$ cat config.mk
export PLATFORM = sky130hd
export DESIGN_NAME = occ_channel
export DESIGN_NICKNAME = d
export VERILOG_FILES = /design/src/rtl/occ_pkg.sv /design/src/rtl/occ_cfg_regs.sv /design/src/rtl/occ_ref_gen.sv /design/src/rtl/occ_out_pol.sv /design/src/rtl/occ_channel.sv
export SDC_FILE = /design/constraint.sdc
export NUM_CORES = 1
export LEC_CHECK = 0
export BUFFER_PORTS_ARGS = -buffer_cell sky130_fd_sc_hd__buf_4
export CORE_MARGIN = 2
export CORE_UTILIZATION = 50
export CTS_CLUSTER_DIAMETER = 50
export CTS_CLUSTER_SIZE = 28
export DETAILED_ROUTE_END_ITERATION = 8
export GPL_ROUTABILITY_DRIVEN = 0
export PLACE_DENSITY = 0.75
export REMOVE_ABC_BUFFERS = 1
export SLEW_MARGIN = 40
export SYNTH_ARGS = -nofsm -noshare
export SYNTH_HDL_FRONTEND = slang
export SYNTH_SLANG_ARGS = --single-unit
$ cat constraint.sdc
create_clock -name clk_i -period 2.15 [get_ports clk_i]
set_clock_uncertainty 0.15 [all_clocks]
set_input_delay 0.1075 -clock clk_i [delete_from_list [all_inputs] [get_ports clk_i]]
set_output_delay 0.1075 -clock clk_i [all_outputs]
set_load 0.01 [all_outputs]
$ cat src/rtl/occ_pkg.sv
package occ_pkg;

    typedef enum logic [2:0] {
        OCM_FROZEN = 3'b000,
        OCM_SET    = 3'b001,
        OCM_CLR    = 3'b010,
        OCM_TOG    = 3'b011,
        OCM_LOW    = 3'b100,
        OCM_HIGH   = 3'b101,
        OCM_PWM_A  = 3'b110,
        OCM_PWM_B  = 3'b111
    } ocm_e;

    // control word layout
    localparam int CF_MODE_LSB = 0;
    localparam int CF_PE       = 3;
    localparam int CF_POL_MAIN = 4;
    localparam int CF_POL_COMP = 5;
    localparam int CF_OUTSEL   = 6;
    localparam int CF_LOCK_LSB = 7;
    localparam int CTRL_W      = 9;

    localparam logic       ADDR_CMP  = 1'b0;
    localparam logic       ADDR_CTRL = 1'b1;
    localparam logic [1:0] LOCK_MAX  = 2'd3;

endpackage

$ cat src/rtl/occ_cfg_regs.sv
module occ_cfg_regs
    import occ_pkg::*;
#(
    parameter int CNT_W = 16,
    parameter int WR_W  = 16
) (
    input  logic             clk_i,
    input  logic             rst_ni,
    input  logic             wr_en_i,
    input  logic             wr_addr_i,
    input  logic [WR_W-1:0]  wr_data_i,
    input  logic             upd_evt_i,
    output ocm_e             mode_o,
    output logic             pol_main_o,
    output logic             pol_comp_o,
    output logic [CNT_W-1:0] cmp_act_o
);

    typedef struct packed {
        ocm_e             mode;
        logic             pe;
        logic             pol_main;
        logic             pol_comp;
        logic             outsel;
        logic [1:0]       lock;
        logic [CNT_W-1:0] shadow;
        logic [CNT_W-1:0] active;
    } cfg_t;

    cfg_t cfg_d, cfg_q;
    logic protect;

    always_comb begin
        cfg_d   = cfg_q;
        protect = (cfg_q.lock == LOCK_MAX) && cfg_q.outsel;

        if (wr_en_i && (wr_addr_i == ADDR_CTRL)) begin
            if (!protect) begin
                cfg_d.mode = ocm_e'(wr_data_i[CF_MODE_LSB +: 3]);
                cfg_d.pe   = wr_data_i[CF_PE];
            end
            cfg_d.pol_main = wr_data_i[CF_POL_MAIN];
            cfg_d.pol_comp = wr_data_i[CF_POL_COMP];
            cfg_d.outsel   = wr_data_i[CF_OUTSEL];
            if (cfg_q.lock == 2'd0) begin
                cfg_d.lock = wr_data_i[CF_LOCK_LSB +: 2];
            end
        end

        if (wr_en_i && (wr_addr_i == ADDR_CMP)) begin
            cfg_d.shadow = wr_data_i[CNT_W-1:0];
            if (!cfg_q.pe) begin
                cfg_d.active = wr_data_i[CNT_W-1:0];
            end
        end

        if (cfg_q.pe && upd_evt_i) begin
            cfg_d.active = cfg_q.shadow;
        end
    end

    always_ff @(posedge clk_i or negedge rst_ni) begin
        if (!rst_ni) begin
            cfg_q <= '{mode: OCM_FROZEN, default: '0};
        end else begin
            cfg_q <= cfg_d;
        end
    end

    assign mode_o     = cfg_q.mode;
    assign pol_main_o = cfg_q.pol_main;
    assign pol_comp_o = cfg_q.pol_comp;
    assign cmp_act_o  = cfg_q.active;

    // protected mode field is not altered by a control write
    a_r11_mode_locked: assert property (@(posedge clk_i) disable iff (!rst_ni)
        ((cfg_q.lock == LOCK_MAX) && cfg_q.outsel && wr_en_i && (wr_addr_i == ADDR_CTRL))
        |=> $stable(cfg_q.mode));

    // a non-zero lock level never changes
    a_r11_lock_once: assert property (@(posedge clk_i) disable iff (!rst_ni)
        (cfg_q.lock != 2'd0) |=> $stable(cfg_q.lock));

    // with preload on, the active value moves only on an update event
    a_r9_preload_hold: assert property (@(posedge clk_i) disable iff (!rst_ni)
        (cfg_q.pe && !upd_evt_i) |=> $stable(cfg_q.active));

endmodule

$ cat src/rtl/occ_ref_gen.sv
module occ_ref_gen
    import occ_pkg::*;
#(
    parameter int CNT_W = 16
) (
    input  logic             clk_i,
    input  logic             rst_ni,
    input  ocm_e             mode_i,
    input  logic [CNT_W-1:0] cnt_i,
    input  logic             cnt_down_i,
    input  logic [CNT_W-1:0] cmp_i,
    output logic             ref_o
);

    typedef struct packed {
        logic ref_lvl;
        logic raw;
        logic was_frozen;
    } st_t;

    st_t  st_d, st_q;
    logic match;
    logic raw_now;

    always_comb begin
        st_d    = st_q;
        match   = (cnt_i == cmp_i);
        // level of the first pulse-width mode for this direction
        raw_now = cnt_down_i ? !(cnt_i > cmp_i) : (cnt_i < cmp_i);

        st_d.raw        = raw_now;
        st_d.was_frozen = (mode_i == OCM_FROZEN);

        unique case (mode_i)
            OCM_FROZEN: ;
            OCM_SET:    if (match) st_d.ref_lvl = 1'b1;
            OCM_CLR:    if (match) st_d.ref_lvl = 1'b0;
            OCM_TOG:    if (match) st_d.ref_lvl = ~st_q.ref_lvl;
            OCM_LOW:    st_d.ref_lvl = 1'b0;
            OCM_HIGH:   st_d.ref_lvl = 1'b1;
            OCM_PWM_A,
            OCM_PWM_B: begin
                if ((raw_now != st_q.raw) || st_q.was_frozen) begin
                    st_d.ref_lvl = raw_now ^ (mode_i == OCM_PWM_B);
                end
            end
            default: ;
        endcase
    end

    always_ff @(posedge clk_i or negedge rst_ni) begin
        if (!rst_ni) begin
            st_q <= '0;
        end else begin
            st_q <= st_d;
        end
    end

    assign ref_o = st_q.ref_lvl;

    // frozen mode holds the reference
    a_r2_frozen_hold: assert property (@(posedge clk_i) disable iff (!rst_ni)
        (mode_i == OCM_FROZEN) |=> $stable(st_q.ref_lvl));

    // set on match
    a_r3_set_match: assert property (@(posedge clk_i) disable iff (!rst_ni)
        ((mode_i == OCM_SET) && (cnt_i == cmp_i)) |=> st_q.ref_lvl);

    // toggle on match
    a_r4_toggle: assert property (@(posedge clk_i) disable iff (!rst_ni)
        ((mode_i == OCM_TOG) && (cnt_i == cmp_i)) |=> (st_q.ref_lvl != $past(st_q.ref_lvl)));

    // forced levels
    a_r5_force_low: assert property (@(posedge clk_i) disable iff (!rst_ni)
        (mode_i == OCM_LOW) |=> !st_q.ref_lvl);
    a_r5_force_high: assert property (@(posedge clk_i) disable iff (!rst_ni)
        (mode_i == OCM_HIGH) |=> st_q.ref_lvl);

    // entering up-counting PWM from frozen takes the comparison level
    a_r6_pwm_entry: assert property (@(posedge clk_i) disable iff (!rst_ni)
        ((mode_i == OCM_PWM_A) && st_q.was_frozen && !cnt_down_i)
        |=> (st_q.ref_lvl == $past(cnt_i < cmp_i)));

endmodule

$ cat src/rtl/occ_out_pol.sv
module occ_out_pol (
    input  logic ref_i,
    input  logic pol_main_i,
    input  logic pol_comp_i,
    output logic main_o,
    output logic comp_o
);

    always_comb begin
        main_o = ref_i ^ pol_main_i;
        comp_o = ~ref_i ^ pol_comp_i;
    end

endmodule

$ cat src/rtl/occ_channel.sv
module occ_channel
    import occ_pkg::*;
#(
    parameter int CNT_W = 16
) (
    input  logic                                             clk_i,
    input  logic                                             rst_ni,
    input  logic [CNT_W-1:0]                                 cnt_i,
    input  logic                                             cnt_down_i,
    input  logic                                             upd_evt_i,
    input  logic                                             wr_en_i,
    input  logic                                             wr_addr_i,
    input  logic [((CNT_W > CTRL_W) ? CNT_W : CTRL_W)-1:0]   wr_data_i,
    output logic                                             oc_ref_o,
    output logic                                             oc_main_o,
    output logic                                             oc_comp_o
);

    localparam int WR_W = (CNT_W > CTRL_W) ? CNT_W : CTRL_W;

    ocm_e             mode;
    logic             pol_main;
    logic             pol_comp;
    logic [CNT_W-1:0] cmp_act;

    occ_cfg_regs #(
        .CNT_W (CNT_W),
        .WR_W  (WR_W)
    ) i_regs (
        .clk_i      (clk_i),
        .rst_ni     (rst_ni),
        .wr_en_i    (wr_en_i),
        .wr_addr_i  (wr_addr_i),
        .wr_data_i  (wr_data_i),
        .upd_evt_i  (upd_evt_i),
        .mode_o     (mode),
        .pol_main_o (pol_main),
        .pol_comp_o (pol_comp),
        .cmp_act_o  (cmp_act)
    );

    occ_ref_gen #(
        .CNT_W (CNT_W)
    ) i_ref (
        .clk_i      (clk_i),
        .rst_ni     (rst_ni),
        .mode_i     (mode),
        .cnt_i      (cnt_i),
        .cnt_down_i (cnt_down_i),
        .cmp_i      (cmp_act),
        .ref_o      (oc_ref_o)
    );

    occ_out_pol i_pol (
        .ref_i      (oc_ref_o),
        .pol_main_i (pol_main),
        .pol_comp_i (pol_comp),
        .main_o     (oc_main_o),
        .comp_o     (oc_comp_o)
    );

    // equal polarity bits give opposite outputs
    a_r10_pair_opposite: assert property (@(posedge clk_i) disable iff (!rst_ni)
        (pol_main == pol_comp) |-> (oc_main_o != oc_comp_o));

endmodule

==> metrics.txt <==
via count=about 1800; post-route minimum period=~2300 ps; initial antenna violation count=0; sequential cell fraction of total power=44.3%; Starting Density=52.3%; slack of the worst reg-to-reg path=-130 ps; Finished Cell Area=about 3100 sq um; Slowest cell on crit path=or4_4; Clk network pwr share=22.1%; area delta synth->final=35.6%; Simple-Gate Fraction of Synth Area=between 10% and 20%; Final Max Slew Viols=0; failing checks=setup timing; Final #Nets=341; hold endpoint=i_ref.st_q[1]; Largest delay share family, worst path=simple AND/OR/NAND/NOR gates; crit start category=register; Sw Ratio=between 30 and 40%; P_int=about 1.7 mW; drt drc=0; GRT overflow=0; Worst setup EP type=register; vias in the first global route=approximately 1900; largest cells by area after synthesis=dfrtp_1 (48%), mux2_2 (12%), ha_1 (8.7%), mux2i_1 (6.9%), a21oi_1 (5.0%); Period Utilization, post-route=106%; # diodes=0; Layout fillers=about 330; worst path required time=around 2200 ps; Cell Chain, Critical Path=inv_2 > ha_4 > nor2b_4 > o211ai_1 > a2111oi_4 > or4_4 > and4_1 > a32oi_1; FMAX=roughly 0.44 GHz; Worst-Skew Late Latency=~290 ps; leading area contributor after synthesis=dfrtp_1; met2 wire length=about 2500 um; max layer used=met4; H-tree depth=2; Via density=around 5.4; Placed Area=2720 sq um; hold path depth=4; Hold Crit Start=cnt_i[15]; layout cells sized above 1=between 30 and 40%; CP bufs+invs=1; outcome=finished, violations left; mux cell area share after synthesis=a little under a fifth; Min-Delay Path Class=input pin to register; FP Rows=24; NetSw=between 0.7 and 0.8 mW; Post-Route WL=4950 um; Syn Std Cell Area=between 2000 and 2500 sq um; Port Buffers=40; worst-margin pin slew=approximately 550 ps; CTS sink count=44; Yosys reg bits=44; Die X=approximately 72 um; root buf cell=clkbuf_8; Setup WS post-layout=-128 ps; die area=5180 sq um; CP peak stage delay=approximately 550 ps; final core occ=between 70% and 80%; Setup Crit Path Kind=register to register; RSZ-0062 raised after global routing=true; adder-cell share of the synthesized area=under 10%; largest net degree at the start of global routing=45; mean post-synth cell area=approximately 11 sq um; number of synthesized flops with an enable pin=0; Clock Tree Buf Depth=2; largest family of logic cells by synthesized area=multiplexers; ys flop type=dfrtp_1; Async SR Flop Fraction=between 90% and 100%; CTS tree=yes; Die Ht=about 72 um; first-pass GRT wire length=approximately 8500 um; r2r startpoint=i_regs.cmp_act_o[1]; VDD IR-drop max=around 460 uV; Post-DRT Antenna Nets=0; power per cell area=just under 800 nW/um^2; core area=about 4400 sq um; Netlist cell types=32; most frequent cells in the layout=buf_4 (52), dfrtp_1 (44), mux2_2 (25); DRT iter0 DRCs=slightly below 90; Synth Area in Compound Gates=roughly 8.9%; TritonRoute pass-1 iters=4; crit path max fanout=3; M1 WL=roughly 2200 um; setup violators final=1; Worst Path Arrival=2340 ps; reg2reg end=i_ref.ref_o; I/O pin cnt=41; combinational share of power=between 30% and 40%; Synth Instances=between 200 and 250; WP depth=8; XOR/XNOR Fraction of Synth Area=0.759%; number of buffers created by CTS=5; slew margin rel.=about 63%; most common cell after layout, fill and taps aside=buf_4; routed wire length on met3=~200 um; Final Hold Fails=0; leakage power=roughly 1.5 nW; wire per inst=14.6 um; Synth warnings=0; worst reg2reg path depth=8; Post-DP HPWL=around 3400 um; post-synthesis sequential area ratio=47.7%; GRT Total Usage=between 20% and 30%; post-place setup slack=-124 ps; top-area cell type share of the netlist area=a little under half; WHS=~140 ps; maxcap violations=0; clk slew on worst S/H paths=around 80 ps
-- sequential cells by signal (all words and copies together) (netlist names) --
| signal | count |
|---|---|
| i_regs.pol_comp_o | 1 |
| i_regs.cfg_q | 20 |
| i_ref.ref_o | 1 |
| i_regs.mode_o | 3 |
| i_regs.pol_main_o | 1 |
| i_ref.st_q | 2 |
| i_regs.cmp_act_o | 16 |
-- metal layers --
metal  global-route usage [%]  vias to the layer above
met1                     27.1                      873
li1                         -                      909
met3                     4.86                       10
met4                     8.39                        0
met2                     36.0                       36
met5                        0                        -
-- area by class of cell --
| type | instances | area (sq um) | share of cell area [%] |
|---|---|---|---|
| clock buffer | 7 | 96.3 | 3.08 |
| inverter | 19 | 71.3 | 2.28 |
| multi-input combinational | 145 | 1210 | 38.5 |
| sequential | 44 | 1100 | 35.2 |
| tap | 52 | 65.1 | 2.08 |
| timing repair buffer | 72 | 591 | 18.9 |
-- cell usage after synthesis (3+ instances only) --
master	number
nor3_1	3
ha_1	16
dfrtp_1	44
inv_1	19
nand4_1	6
mux2i_1	16
nor2b_1	3
a21oi_1	23
nor2_1	20
clkbuf_1	5
mux2_2	25
nand2_1	9
-- kinds of logic after synthesis --
logic type	Yosys count
AND/OR/NAND/NOR	51
flip-flops	44
adder cells (fa/ha/maj)	16
XOR/XNOR	2
AO/OA/AOI/OAI	35
multiplexers	41
buffers and inverters	25
-- per-stage QoR --
| step | power (mW) | TNS [ps] | cells |
|---|---|---|---|
| 6_report | 2.48 | -128 | 339 |
| 5_1_grt | 2.67 | -259 | 339 |
| 4_1_cts | 2.46 | -31.5 | 338 |
| 3_5_place_dp | 1.83 | -124 | 309 |
| 3_3_place_gp | 1.81 | -58.1 | 309 |
| 2_1_floorplan | 1.55 | -6520 | 208 |
-- tightest hold or removal path: stages --
cell     delay (ps)
buf_4           100
ha_4            150
or4_1           140
nand2_1          50
-- how the worst max path moves through the flow --
stage	start	endpoint
after floorplan	wr_en_i	i_regs.cmp_act_o[0]
after global placement	i_regs.cmp_act_o[15]	i_ref.ref_o
after detailed placement	i_regs.cmp_act_o[1]	i_ref.ref_o
after CTS	i_regs.cmp_act_o[1]	i_ref.ref_o
after global routing	i_regs.cmp_act_o[5]	i_ref.ref_o
final	i_regs.cmp_act_o[1]	i_ref.ref_o
-- power by group through the flow --
stage / registers (mW) / logic, mW / clock network, mW
after floorplan: 1.09 / 0.458 / 0
after global routing: 1.13 / 0.934 / 0.605
after global placement: 1.11 / 0.702 / 0
after CTS: 1.10 / 0.790 / 0.567
after detailed placement: 1.12 / 0.716 / 0
final: 1.10 / 0.832 / 0.548
-- what timing repair did --
action | 4_1_cts | 5_1_grt
hold buffers | 20 | 0
resized for setup | 8 | 7
endpoints found under the hold margin | 81 | 0
endpoints found under the setup margin | 1 | 1
pin swaps | 5 | 6
setup buffers | 2 | 1
gates cloned | 0 | 0
(Power assumes the default switching activity.)
